<file path="src/rtl/wk_pkg.sv">
package wk_pkg;
  localparam int unsigned REG_AW = 3;

  typedef enum logic [REG_AW-1:0] {
    OFS_PIN_EN   = 3'd0,
    OFS_PIN_POL  = 3'd1,
    OFS_PIN_STAT = 3'd2,
    OFS_IRQ_EN   = 3'd3,
    OFS_IRQ_POL  = 3'd4,
    OFS_IRQ_STAT = 3'd5,
    OFS_PORT_EN  = 3'd6,
    OFS_HOLE     = 3'd7
  } reg_ofs_e;
endpackage

</file>
<file path="src/rtl/wk_sync.sv">
module wk_sync #(
  parameter int unsigned W = 8
) (
  input  logic         clk,
  input  logic         rst,
  input  logic [W-1:0] d,
  output logic [W-1:0] q
);
  logic [W-1:0] meta;

  always_ff @(posedge clk) begin
    if (rst) begin
      meta <= '0;
      q    <= '0;
    end else begin
      meta <= d;
      q    <= meta;
    end
  end
endmodule

</file>
<file path="src/rtl/wk_edge_latch.sv">
module wk_edge_latch #(
  parameter int unsigned W = 8
) (
  input  logic         clk,
  input  logic         rst,
  input  logic [W-1:0] lvl,
  input  logic [W-1:0] pol,
  input  logic [W-1:0] clr,
  output logic [W-1:0] ev,
  output logic [W-1:0] stat
);
  logic [W-1:0] prev;

  for (genvar i = 0; i < W; i++) begin : g_edge
    // polarity 1: low-to-high; polarity 0: high-to-low
    assign ev[i] = pol[i] ? (lvl[i] & ~prev[i]) : (~lvl[i] & prev[i]);
  end

  always_ff @(posedge clk) begin
    if (rst) begin
      prev <= '0;
      stat <= '0;
    end else begin
      prev <= lvl;
      stat <= (stat & ~clr) | ev;
    end
  end
endmodule

</file>
<file path="src/rtl/wake_latch_ctrl.sv">
module wake_latch_ctrl #(
  parameter int unsigned DW          = 32,
  parameter int unsigned PIN_W       = 24,
  parameter int unsigned SD_W        = 4,
  parameter int unsigned IRQ_W       = 20,
  parameter int unsigned PORT_W      = 32,
  parameter int unsigned AGG_BIT     = 6,
  parameter logic [31:0] IRQ_POL_RST = 32'h0000_1202
) (
  input  logic                    clk,
  input  logic                    rst,
  input  logic                    wr_en,
  input  logic                    rd_en,
  input  logic [wk_pkg::REG_AW-1:0] addr,
  input  logic [DW-1:0]           wdata,
  output logic [DW-1:0]           rdata,
  output logic                    rd_valid,
  input  logic [PIN_W-3:0]        pin_in,
  input  logic [SD_W-1:0]         sd_data,
  input  logic [IRQ_W-2:0]        irq_in,
  input  logic [PORT_W-1:0]       port_in,
  output logic                    wake_req
);
  import wk_pkg::*;

  localparam int unsigned PIN_RAW = PIN_W - 2;

  logic [PIN_W-1:0]  pin_en_q, pin_pol_q, pin_stat, pin_ev, pin_clr, pin_lvl;
  logic [IRQ_W-1:0]  irq_en_q, irq_pol_q, irq_stat, irq_ev, irq_clr, irq_lvl;
  logic [PORT_W-1:0] port_en_q, port_sync;
  logic [PIN_W-1:0]  pin_raw;
  logic [IRQ_W-2:0]  irq_sync;
  logic              port_agg;
  reg_ofs_e          ofs;

  assign ofs = reg_ofs_e'(addr);

  // pin group: plain pins, then SD data OR, then SD line 1 alone
  assign pin_raw = {sd_data[1], |sd_data, pin_in};

  wk_sync #(.W(PIN_W))     u_pin_sync  (.clk(clk), .rst(rst), .d(pin_raw), .q(pin_lvl));
  wk_sync #(.W(IRQ_W-1))   u_irq_sync  (.clk(clk), .rst(rst), .d(irq_in),  .q(irq_sync));
  wk_sync #(.W(PORT_W))    u_port_sync (.clk(clk), .rst(rst), .d(port_in), .q(port_sync));

  assign port_agg = |(port_sync & port_en_q);

  // interrupt level vector with the port aggregate spliced in at AGG_BIT
  for (genvar i = 0; i < IRQ_W; i++) begin : g_irq_map
    if (i < AGG_BIT) begin : g_lo
      assign irq_lvl[i] = irq_sync[i];
    end else if (i == AGG_BIT) begin : g_agg
      assign irq_lvl[i] = port_agg;
    end else begin : g_hi
      assign irq_lvl[i] = irq_sync[i-1];
    end
  end

  assign pin_clr = (wr_en && ofs == OFS_PIN_STAT) ? wdata[PIN_W-1:0] : '0;
  assign irq_clr = (wr_en && ofs == OFS_IRQ_STAT) ? wdata[IRQ_W-1:0] : '0;

  wk_edge_latch #(.W(PIN_W)) u_pin_edge (
    .clk(clk), .rst(rst), .lvl(pin_lvl), .pol(pin_pol_q),
    .clr(pin_clr), .ev(pin_ev), .stat(pin_stat)
  );

  wk_edge_latch #(.W(IRQ_W)) u_irq_edge (
    .clk(clk), .rst(rst), .lvl(irq_lvl), .pol(irq_pol_q),
    .clr(irq_clr), .ev(irq_ev), .stat(irq_stat)
  );

  // configuration registers
  always_ff @(posedge clk) begin
    if (rst) begin
      pin_en_q  <= '0;
      pin_pol_q <= '0;
      irq_en_q  <= '0;
      irq_pol_q <= IRQ_POL_RST[IRQ_W-1:0];
      port_en_q <= '0;
    end else if (wr_en) begin
      unique case (ofs)
        OFS_PIN_EN:  pin_en_q  <= wdata[PIN_W-1:0];
        OFS_PIN_POL: pin_pol_q <= wdata[PIN_W-1:0];
        OFS_IRQ_EN:  irq_en_q  <= wdata[IRQ_W-1:0];
        OFS_IRQ_POL: irq_pol_q <= wdata[IRQ_W-1:0];
        OFS_PORT_EN: port_en_q <= wdata[PORT_W-1:0];
        default: ;
      endcase
    end
  end

  // read path, one cycle latency
  logic [DW-1:0] rd_mux;
  always_comb begin
    rd_mux = '0;
    unique case (ofs)
      OFS_PIN_EN:   rd_mux[PIN_W-1:0]  = pin_en_q;
      OFS_PIN_POL:  rd_mux[PIN_W-1:0]  = pin_pol_q;
      OFS_PIN_STAT: rd_mux[PIN_W-1:0]  = pin_stat;
      OFS_IRQ_EN:   rd_mux[IRQ_W-1:0]  = irq_en_q;
      OFS_IRQ_POL:  rd_mux[IRQ_W-1:0]  = irq_pol_q;
      OFS_IRQ_STAT: rd_mux[IRQ_W-1:0]  = irq_stat;
      OFS_PORT_EN:  rd_mux[PORT_W-1:0] = port_en_q;
      default:      rd_mux = '0;
    endcase
  end

  always_ff @(posedge clk) begin
    if (rst) begin
      rdata    <= '0;
      rd_valid <= 1'b0;
      wake_req <= 1'b0;
    end else begin
      rdata    <= rd_en ? rd_mux : '0;
      rd_valid <= rd_en;
      wake_req <= |(pin_stat & pin_en_q) | |(irq_stat & irq_en_q);
    end
  end
endmodule

</file>
<file path="config.mk">
export PLATFORM = sky130hd
export DESIGN_NAME = wake_latch_ctrl
export DESIGN_NICKNAME = d
export VERILOG_FILES = /design/src/rtl/wk_pkg.sv /design/src/rtl/wk_sync.sv /design/src/rtl/wk_edge_latch.sv /design/src/rtl/wake_latch_ctrl.sv
export SDC_FILE = /design/constraint.sdc
export NUM_CORES = 1
export LEC_CHECK = 0
export ABC_AREA = 1
export BUFFER_PORTS_ARGS = -buffer_cell sky130_fd_sc_hd__buf_2
export CAP_MARGIN = 30
export CELL_PAD_IN_SITES_DETAIL_PLACEMENT = 0
export CELL_PAD_IN_SITES_GLOBAL_PLACEMENT = 2
export CORE_UTILIZATION = 25
export CTS_CLUSTER_SIZE = 28
export DETAILED_ROUTE_END_ITERATION = 8
export PLACE_DENSITY = 0.64
export SLEW_MARGIN = 20
export SYNTH_ARGS = -nofsm -noshare
export SYNTH_HDL_FRONTEND = slang
export SYNTH_SLANG_ARGS = --single-unit
</file>
<file path="constraint.sdc">
create_clock -name clk -period 2.4 [get_ports clk]
set_input_delay 0.12 -clock clk [delete_from_list [all_inputs] [get_ports clk]]
set_output_delay 0.12 -clock clk [all_outputs]
set_load 0.02 [all_outputs]
</file>
==> out/metrics.csv, run 1 <==
metric;value;unit
worst r2r dst;wake_req;
Post-CTS Setup Bufs;0;
HP Class;in -> reg;
instance count of the mapped netlist;1811;
post-synthesis net count;1927;
Final Worst Setup Slack;856.0;ps
share of cells above drive strength 1;0.1263;
total length of routed wires;47770;µm
synth top area cells;dfxtp_1 56%, inv_1 9.4%, nor2_1 7.9%, o21ai_0 6.1%, a21oi_1 5.6%;
Clock Sinks;392;
Post-layout nets;2194;
first-pass GRT wire length;72130;µm
# H-tree levels;2;
I/O Buffers;149;
post-DP HPWL;32090;µm
reg2reg path depth;8;
leakage;7.780;nW
critical path capture point type;flip-flop;
area grow syn2layout;31.88;%
post-synthesis sequential area ratio;0.5595;
number of synthesized register bits;392;
DIE AREA;57050;µm²
top cells by count, synth;392 x dfxtp_1, 353 x inv_1, 297 x nor2_1;
vias in the first global route;11990;
core box area;55310;µm²
DRT iter0 DRCs;788;
die height;238.9;µm
R2R Setup Slk;1060;ps
Total GRT Usage;0.1687;
ys async rst share;0;
CP Max Fanout;49;
placed cell areas;15590;µm²
DR vias;12330;
peak supply drop;0.0004718;V
DRT antenna net count;0;
number of synthesized flops with an enable pin;0;
power per cell area;833.4;nW/µm²
row count;86;
drt wl/cell;16.69;µm
Setup-failing EPs final;0;
Final Non-Filler Cells;2862;
Cells after DPL;2651;
r2r startpoint;pin_en_q[16];
DRT Pass-1 Iters;5;
Final min period;1544;ps
Clk pin slew, worst setup/hold paths;60;ps
fmax;647.7;MHz
Worst EP required;2800;ps
Worst Setup Path Type;in -> reg;
Ports;150;
Hold Path Depth;5;
pre-CTS setup slack;835.5;ps
result of the run;finished clean;
Tcrit/Tclk final;0.6433;
synth warn;0;
Syn Area/Cell;7.745;µm²
Clock Tree Root;clkbuf_16;
CTS Buffer Depth;3;
Syn Std Cell Area;14030;µm²
worst skew pair latency;580;ps
Seq pwr share;0.447;
Int Power;11.86;mW
routed vias/inst;4.308;
Initial Utilization;0.2536;
post-route cell area;18500;µm²
sw power;3.558;mW
top-count cell post-synth;dfxtp_1;
Pins Over Slew Limit;0;
clock share of power;0.488;
largest net degree at the start of global routing;135;
Comb power frac;0.066;
GPL Wtd Cong;0.7821;
Overall Power;15.42;mW
top cell type's share of synthesized area;0.5595;
post-layout util;0.3344;
maxcap violations;0;
Worst Hold Slack;80.45;ps
die span in x;238.9;µm
CTS tree;built;
Netlist cell types;25;
Num CTS Buffers;47;
initial antenna violation count;2;
Final Hold Viols;0;
leading area contributor after synthesis;dfxtp_1;
Rel. slew slack;0.5521;
RSZ-0062 raised after global routing;no;
drt drc;0;
Post-Route Setup TNS;0;ps
actual slew at the worst max-slew pin;671.9;ps
WP data arrival;1950;ps
skew final;23.88;ps
Synth Flop Type;dfxtp_1;
WHS Endpoint;irq_en_q[16];
worst min-delay path startpoint;addr[1];
Worst Setup Start Kind;input port;
diode count;0;
sw frac;0.2308;
GR Overflow Total;0;
timing repair:
action	CTS	global route
hold buffers	126	0
endpoints found under the hold margin	239	0
resized for setup	0	0
power by group through the flow:
stage / Combinational (mW) / Clock (mW) / Sequential, mW
global placement: 0.859 / 0 / 7.03
CTS: 1.03 / 7.77 / 6.89
finish: 1.01 / 7.52 / 6.88
floorplan: 0.487 / 0 / 6.98
global route: 1.14 / 8.03 / 6.91
detailed placement: 0.866 / 0 / 7.03
flip-flops by register name, summed over array words and instances (netlist names), 24 cells and up:
register / cells
u_pin_sync.q: 24
rdata: 32
u_pin_sync.meta: 24
port_en_q: 32
u_pin_edge.stat: 24
u_pin_edge.prev: 24
pin_en_q: 24
u_port_sync.meta: 32
pin_pol_q: 24
u_port_sync.q: 32
cell type report:
class / count / area, µm²
clock buffer: 70 / 1413
clock inverter: 15 / 234.0
fill: 6012 / 36810
inverter: 360 / 1353
multi-input combinational: 976 / 4454
sequential: 392 / 7848
tap: 748 / 935.9
timing repair buffer: 301 / 2261
cell usage in the layout, fill, tap and decap left out, drive strengths merged:
cell and n:
clkbuf 71, o21ai 182, inv 360, clkinv 7, buf 174, a31oi 44
o22ai 50, clkinvlp 2, nand4 2, nand3 62, a211oi 3, nand2 171
a21oi 158, dfxtp 392, dlygate4sd3 126, nor3 2, o211ai 3, nor2 299
bufinv 6
critical path, cell delays in order:
cell	delay (ps)
dlygate4sd3_1	560
clkbuf_8	350
inv_2	190
nand2_1	120
buf_4	400
a21oi_1	180
cells by family after synthesis:
kind of cell           Yosys count  synth area share
AND/OR/NAND/NOR                536            0.1511
buffers and inverters          443            0.1229
AO/OA/AOI/OAI                  440            0.1665
flip-flops                     392            0.5595
per-layer routing:
layer  vias to the layer above  GRT usage  part of all wire
li1                       6201          -                 -
met5                         -          0                 0
met1                      5810     0.2336              0.48
met2                       256     0.2714              0.46
met4                         0    0.04837             0.020
met3                        63    0.02425             0.042
how the worst max path moves through the flow:
| stage | start | slack (ps) | endpoint |
|---|---|---|---|
| after floorplan | addr[0] | 1240 | rdata[7] |
| after global placement | rst | 790 | rdata[30] |
| after detailed placement | addr[1] | 840 | rdata[0] |
| after CTS | rst | 910 | rdata[5] |
| after global routing | rst | 700 | port_en_q[11] |
| final | rst | 860 | rdata[8] |
Power figures use the tool's default switching activity.
==> run 2: changes to the inputs <==
--- a/config.mk
+++ b/config.mk
@@ -13,7 +13,7 @@
 export CORE_UTILIZATION = 25
 export CTS_CLUSTER_SIZE = 28
 export DETAILED_ROUTE_END_ITERATION = 8
-export PLACE_DENSITY = 0.64
+export PLACE_DENSITY = 0.66
 export SLEW_MARGIN = 20
 export SYNTH_ARGS = -nofsm -noshare
 export SYNTH_HDL_FRONTEND = slang
==> constraint.sdc (replaced) <==
create_clock -name clk -period 1.29 [get_ports clk]
set_input_delay 0.0645 -clock clk [delete_from_list [all_inputs] [get_ports clk]]
set_output_delay 0.0645 -clock clk [all_outputs]
set_load 0.02 [all_outputs]
==> run 2 against run 1 <==
Compared with the run above:
- sequential cell count did not move
- clock power rose by 77%
- global-route usage rose by 0.25 points
- register-to-register slack got worse by 990 ps
- count of clock-buffer cells in the layout fell by 5
- die area did not move
- worst setup slack got worse by 830 ps
- total power rose by 83%
- routed wire length rose by 1.5%
- critical path depth fell by 5
- clock skew fell by 0.88 ps
==> out/metrics.csv, run 2 (same netlist as run 1, synthesis figures left out) <==
metric;value;unit;change
result of the run;finished clean;;
CP Max Fanout;1;;-98%
largest net degree at the start of global routing;85;;-37%
# H-tree levels;2;;unchanged
Final min period;1267;ps;
die span in x;238.9;µm;unchanged
area grow syn2layout;35.52;%;
die height;238.9;µm;unchanged
routed vias/inst;4.305;;about the same
Total GRT Usage;0.1712;;+0.002490
fmax;789.4;MHz;
Worst EP required;1230;ps;-1570 ps
leakage;8.040;nW;+3.3%
Setup-failing EPs final;0;;unchanged
GR Overflow Total;0;;unchanged
GPL Wtd Cong;0.8329;;+6.5%
cell family with most CP delay;flip-flops;;
skew final;23.00;ps;-0.8807 ps
Worst Setup Start Kind;flip-flop;;
initial antenna violation count;1;;-1
placed cell areas;16270;µm²;+4.3%
DRT iter0 DRCs;746;;-5.3%
Ports;150;;unchanged
drt drc;0;;unchanged
share of cells above drive strength 1;0.1556;;+0.02933
vias in the first global route;12393;;+3.4%
most frequent cells in the layout;386 x dfxtp_1, 352 x inv_1, 293 x nor2_1;;
Rel. slew slack;0.6898;;+0.1378
post-route cell area;19010;µm²;+2.8%
Worst path max stage delay;420;ps;-140 ps
DRT antenna net count;0;;unchanged
peak supply drop;0.0007855;V;+66%
post-DP HPWL;34360;µm;+7.0%
maxcap violations;0;;unchanged
row count;86;;unchanged
reg2reg path depth;11;;+3
Hold Path Depth;5;;unchanged
Clk pin slew, worst setup/hold paths;60;ps;about the same
I/O Buffers;149;;unchanged
DR vias;12518;;+1.5%
worst-path cell chain;buf_2;;
drt wl/cell;16.67;µm;-0.13%
Num CTS Buffers;45;;-4.3%
slowest CP cell;dfxtp_1;;
Pins Over Slew Limit;0;;unchanged
critical path capture point type;output pin;;
Clock Tree Root;clkbuf_16;;
Initial Utilization;0.2536;;unchanged
core box area;55310;µm²;unchanged
commonest non-fill, non-tap cell in the layout;dfxtp_1;;
Worst Path Buf+Inv;1;;-3
DIE AREA;57050;µm²;unchanged
Tcrit/Tclk final;0.9820;;
Final Hold Viols;0;;unchanged
RSZ-0062 raised after global routing;yes;;
DRT Pass-1 Iters;6;;+1
Cells after DPL;2711;;+2.3%
Post-layout nets;2242;;+2.2%
power per cell area;1481;nW/µm²;+78%
total length of routed wires;48480;µm;+1.5%
Final Non-Filler Cells;2908;;+1.6%
CTS Buffer Depth;3;;unchanged
Worst Setup Path Type;reg -> out;;
CTS tree;built;;
actual slew at the worst max-slew pin;465.3;ps;-206.6 ps
WP data arrival;1200;ps;-750 ps
worst skew pair latency;580;ps;about the same
HP Class;in -> reg;;
Worst path depth;1;;-5
first-pass GRT wire length;73280;µm;+1.6%
Post-CTS Setup Bufs;0;;unchanged
Clock Sinks;392;;unchanged
fillcell total;5977;;-0.58%
run 2: changes by cell type in the layout (fill, tap and decap cells not counted), moves of 6 or more:
cell           delta
buf_4            +42
buf_12           +18
clkbuf_8         -10
dlygate4sd3_1    -10
dfxtp_1           -6
dfxtp_2           +6
run 2: per-layer routing:
metal,vias up,GRT usage,wire [µm]
met1,5853,0.2241,22100
met3,86,0.03522,2364
li1,6295,-,-
met5,-,0,0
met4,0,0.05789,1483
met2,284,0.2790,22530
run 2: cell type report:
cell class	instances	area (µm²)	area share
tap	748	935.9	0.04924
sequential	392	7855	0.4132
antenna	1	2.502	0.0001316
multi-input combinational	976	4497	0.2366
clock inverter	15	235.2	0.01237
timing repair buffer	351	2836	0.1492
inverter	360	1353	0.07116
clock buffer	65	1294	0.06806
run 2: report_power, final:
part | total [mW] | internal (mW) | leakage, nW | switching [mW]
Sequential | 12.8 | 12.6 | 3.21 | 0.207
Clock | 13.3 | 8.15 | 0.748 | 5.15
Combinational | 2.07 | 0.874 | 4.08 | 1.20
Total | 28.2 | 21.6 | 8.04 | 6.55
run 2: final timing paths:
kind | start | endpoint | slack, ps
worst max register to register | port_en_q[6] | u_irq_edge.stat[6] | 70
worst min-delay path | wr_en | u_pin_edge.stat[23] | 100
worst max-delay path | rdata[10] | rdata[10] | 20
worst min register to register | u_pin_sync.meta[11] | u_pin_sync.q[11] | 400
run 2: what timing repair did:
| item | 4_1_cts | 5_1_grt |
|---|---|---|
| hold buffers | 116 | 0 |
| setup endpoints to repair | 2 | 5 |
| resized for setup | 2 | 20 |
| endpoints found under the hold margin | 226 | 0 |
| pin swaps | 0 | 7 |
run 2: metrics by stage:
step                      power [mW]  utilization  hold slack [ps]  setup WS [ps]  setup TNS, ps
after detailed placement       14.88       0.2941            271.0         -161.0          -1444
after CTS                      28.60       0.3428            78.71          13.31              0
after global placement         14.87       0.2941            271.1         -159.6          -1480
after floorplan                13.90            -            171.5          183.3              0
after global routing           29.35       0.3436            125.4         -62.48         -62.48
final                          28.15       0.3437            96.84          23.28              0
==> run 3: changes to the inputs <==
--- a/config.mk
+++ b/config.mk
@@ -6,14 +6,15 @@
 export NUM_CORES = 1
 export LEC_CHECK = 0
 export ABC_AREA = 1
+export ABC_CLOCK_PERIOD_IN_PS = 1290
 export BUFFER_PORTS_ARGS = -buffer_cell sky130_fd_sc_hd__buf_2
 export CAP_MARGIN = 30
 export CELL_PAD_IN_SITES_DETAIL_PLACEMENT = 0
 export CELL_PAD_IN_SITES_GLOBAL_PLACEMENT = 2
-export CORE_UTILIZATION = 25
+export CORE_UTILIZATION = 31
 export CTS_CLUSTER_SIZE = 28
 export DETAILED_ROUTE_END_ITERATION = 8
-export PLACE_DENSITY = 0.66
+export PLACE_DENSITY = 0.79
 export SLEW_MARGIN = 20
 export SYNTH_ARGS = -nofsm -noshare
 export SYNTH_HDL_FRONTEND = slang
==> run 3 against run 2 <==
Compared with the run above:
- routed wire length is 7.3% lower
- clock skew fell by 8.9 ps
- critical path depth unchanged
- register-to-register slack about the same
- largest cell class unchanged
- largest power group is now registers
- worst setup slack better by 48 ps
==> out/metrics.csv, run 3 (same netlist as run 1, synthesis figures left out) <==
metric;value;unit;change
result of the run;finished clean;;
GR Overflow Total;0;;unchanged
worst r2r dst;u_irq_edge.stat[6];;
WP data arrival;1150;ps;-50 ps
slowest CP cell;dfxtp_1;;
crit path from;wake_req;;
initial antenna violation count;2;;+1
r2r startpoint;port_en_q[25];;
Num CTS Buffers;44;;-2.2%
I/O Buffers;149;;unchanged
DR vias;12611;;+0.74%
Worst EP required;1230;ps;about the same
routed vias/inst;4.545;;+5.6%
DRT Pass-1 Iters;5;;-1
skew final;14.10;ps;-8.902 ps
drt wl/cell;16.20;µm;-2.8%
sw frac;0.2299;;-0.002761
worst skew pair latency;570;ps;about the same
WHS Endpoint;pin_en_q[15];;
CP Max Fanout;1;;unchanged
Initial Utilization;0.3158;;+0.06220
HP Class;in -> reg;;
peak supply drop;0.0008009;V;+2.0%
fmax;820.9;MHz;+4.0%
Seq pwr share;0.465;;+0.011
Pins Over Slew Limit;0;;unchanged
# H-tree levels;2;;unchanged
actual slew at the worst max-slew pin;452.6;ps;-12.64 ps
Worst Setup Path Type;reg -> out;;
Post-Route Setup TNS;0;ps;unchanged
Final min period;1218;ps;-48.50 ps
die span in x;214.7;µm;-10%
largest net degree at the start of global routing;99;;+16%
R2R Setup Slk;80;ps;about the same
Tcrit/Tclk final;0.9444;;-0.03760
cell family with most CP delay;flip-flops;;
Final Worst Setup Slack;71.78;ps;+48.50 ps
worst min-delay path startpoint;wr_en;;
Worst Setup Start Kind;flip-flop;;
CTS Buffer Depth;3;;unchanged
post-DP HPWL;31050;µm;-9.6%
DRT antenna net count;0;;unchanged
Post-layout nets;2268;;+1.2%
worst-path cell chain;buf_2;;
post-route cell area;18890;µm²;-0.62%
Clock Sinks;392;;unchanged
Hold Path Depth;4;;-1
clock share of power;0.460;;-0.012
commonest non-fill, non-tap cell in the layout;dfxtp_1;;
Setup-failing EPs final;0;;unchanged
DIE AREA;46100;µm²;-19%
core box area;44410;µm²;-20%
RSZ-0062 raised after global routing;yes;;
sw power;6.327;mW;-3.4%
CTS tree;built;;
Ports;150;;unchanged
vias in the first global route;12180;;-1.7%
share of cells above drive strength 1;0.1567;;+0.001038
placed cell areas;16090;µm²;-1.1%
Worst path max stage delay;400;ps;-20 ps
Worst path depth;1;;unchanged
row count;77;;-10%
leakage;8.126;nW;+1.1%
total length of routed wires;44950;µm;-7.3%
Rel. slew slack;0.6982;;+0.008427
pre-CTS setup slack;-141.2;ps;+19.81 ps
most frequent cells in the layout;385 x dfxtp_1, 350 x inv_1, 292 x nor2_1;;
Final Hold Viols;0;;unchanged
die height;214.7;µm;-10%
Total GRT Usage;0.1954;;+0.02420
reg2reg path depth;10;;-1
Comb power frac;0.075;;about the same
Worst Path Buf+Inv;1;;unchanged
diode count;0;;-1
Int Power;21.20;mW;-1.9%
Clk pin slew, worst setup/hold paths;60;ps;about the same
area grow syn2layout;34.67;%;
GPL Wtd Cong;0.8422;;+1.1%
first-pass GRT wire length;69140;µm;-5.6%
power per cell area;1457;nW/µm²;-1.6%
drt drc;0;;unchanged
critical path capture point type;output pin;;
DRT iter0 DRCs;938;;+26%
Clock Tree Root;clkbuf_16;;
maxcap violations;0;;unchanged
## run 3: cell types whose count changed in the layout (fill, tap and decap cells not counted), moves of 2 or more
| cell | delta |
|---|---|
| nand2_1 | +4 |
| o21ai_1 | +2 |
| clkbuf_8 | +4 |
| buf_12 | -6 |
| a21oi_2 | -2 |
| nand2_2 | -5 |
| inv_1 | -2 |
| a21oi_1 | +2 |
| buf_4 | +19 |
| clkinv_2 | -3 |
| bufinv_16 | -2 |
| clkbuf_16 | -2 |
| dlygate4sd3_1 | +14 |
## run 3: repair_timing
item / CTS / global route
setup endpoints to repair: 1 / 10
hold endpoints to repair: 241 / 0
resized for setup: 1 / 22
pin swaps: 0 / 5
hold buffers: 130 / 0
buffers inserted: 0 / 1
## run 3: through the flow
stage               power (mW)    util  hold slack [ps]  cells
global route             28.61  0.4253            65.99   2775
global placement         14.79  0.3622            270.4   2567
detailed placement       14.80  0.3622            272.5   2567
floorplan                13.90       -            171.5   1811
CTS                      27.83  0.4243            39.52   2774
finish                   27.52  0.4253            73.64   2775
## run 3: cell type report
class	instances	area (µm²)
clock inverter	9	152.6
timing repair buffer	378	2999
fill	4507	25520
tap	592	740.7
inverter	360	1355
clock buffer	68	1303
sequential	392	7856
multi-input combinational	976	4483
## run 3: worst max-delay path by stage
stage                              end  slack [ps]
detailed placement            rdata[8]        -140
global route        u_irq_edge.stat[6]         -20
global placement              rdata[9]        -180
CTS                 u_irq_edge.stat[6]          20
floorplan                     rdata[7]         180
finish                        wake_req          70
## run 3: layer usage
metal / up-vias / wire length, µm / part of all wire / global-route usage
li1: 6348 / - / - / -
met5: - / 13 / 0.00029 / 0
met3: 67 / 2489 / 0.055 / 0.03737
met1: 5858 / 20710 / 0.46 / 0.2590
met4: 2 / 1163 / 0.026 / 0.06405
met2: 336 / 20570 / 0.46 / 0.3184
## run 3: power groups by stage
stage               clock network (mW)  logic [mW]  registers (mW)
finish                            12.7        2.07            12.8
global route                      13.5        2.30            12.8
CTS                               13.0        2.06            12.8
detailed placement                   0        1.75            13.1
global placement                     0        1.74            13.0
floorplan                            0       0.907            13.0
## run 3: worst register-to-register path: cells and delay by family, from the launching register on
kind          cells  cell delay, ps
simple gates      9             710
buf+inv           1              40
flops             1             340
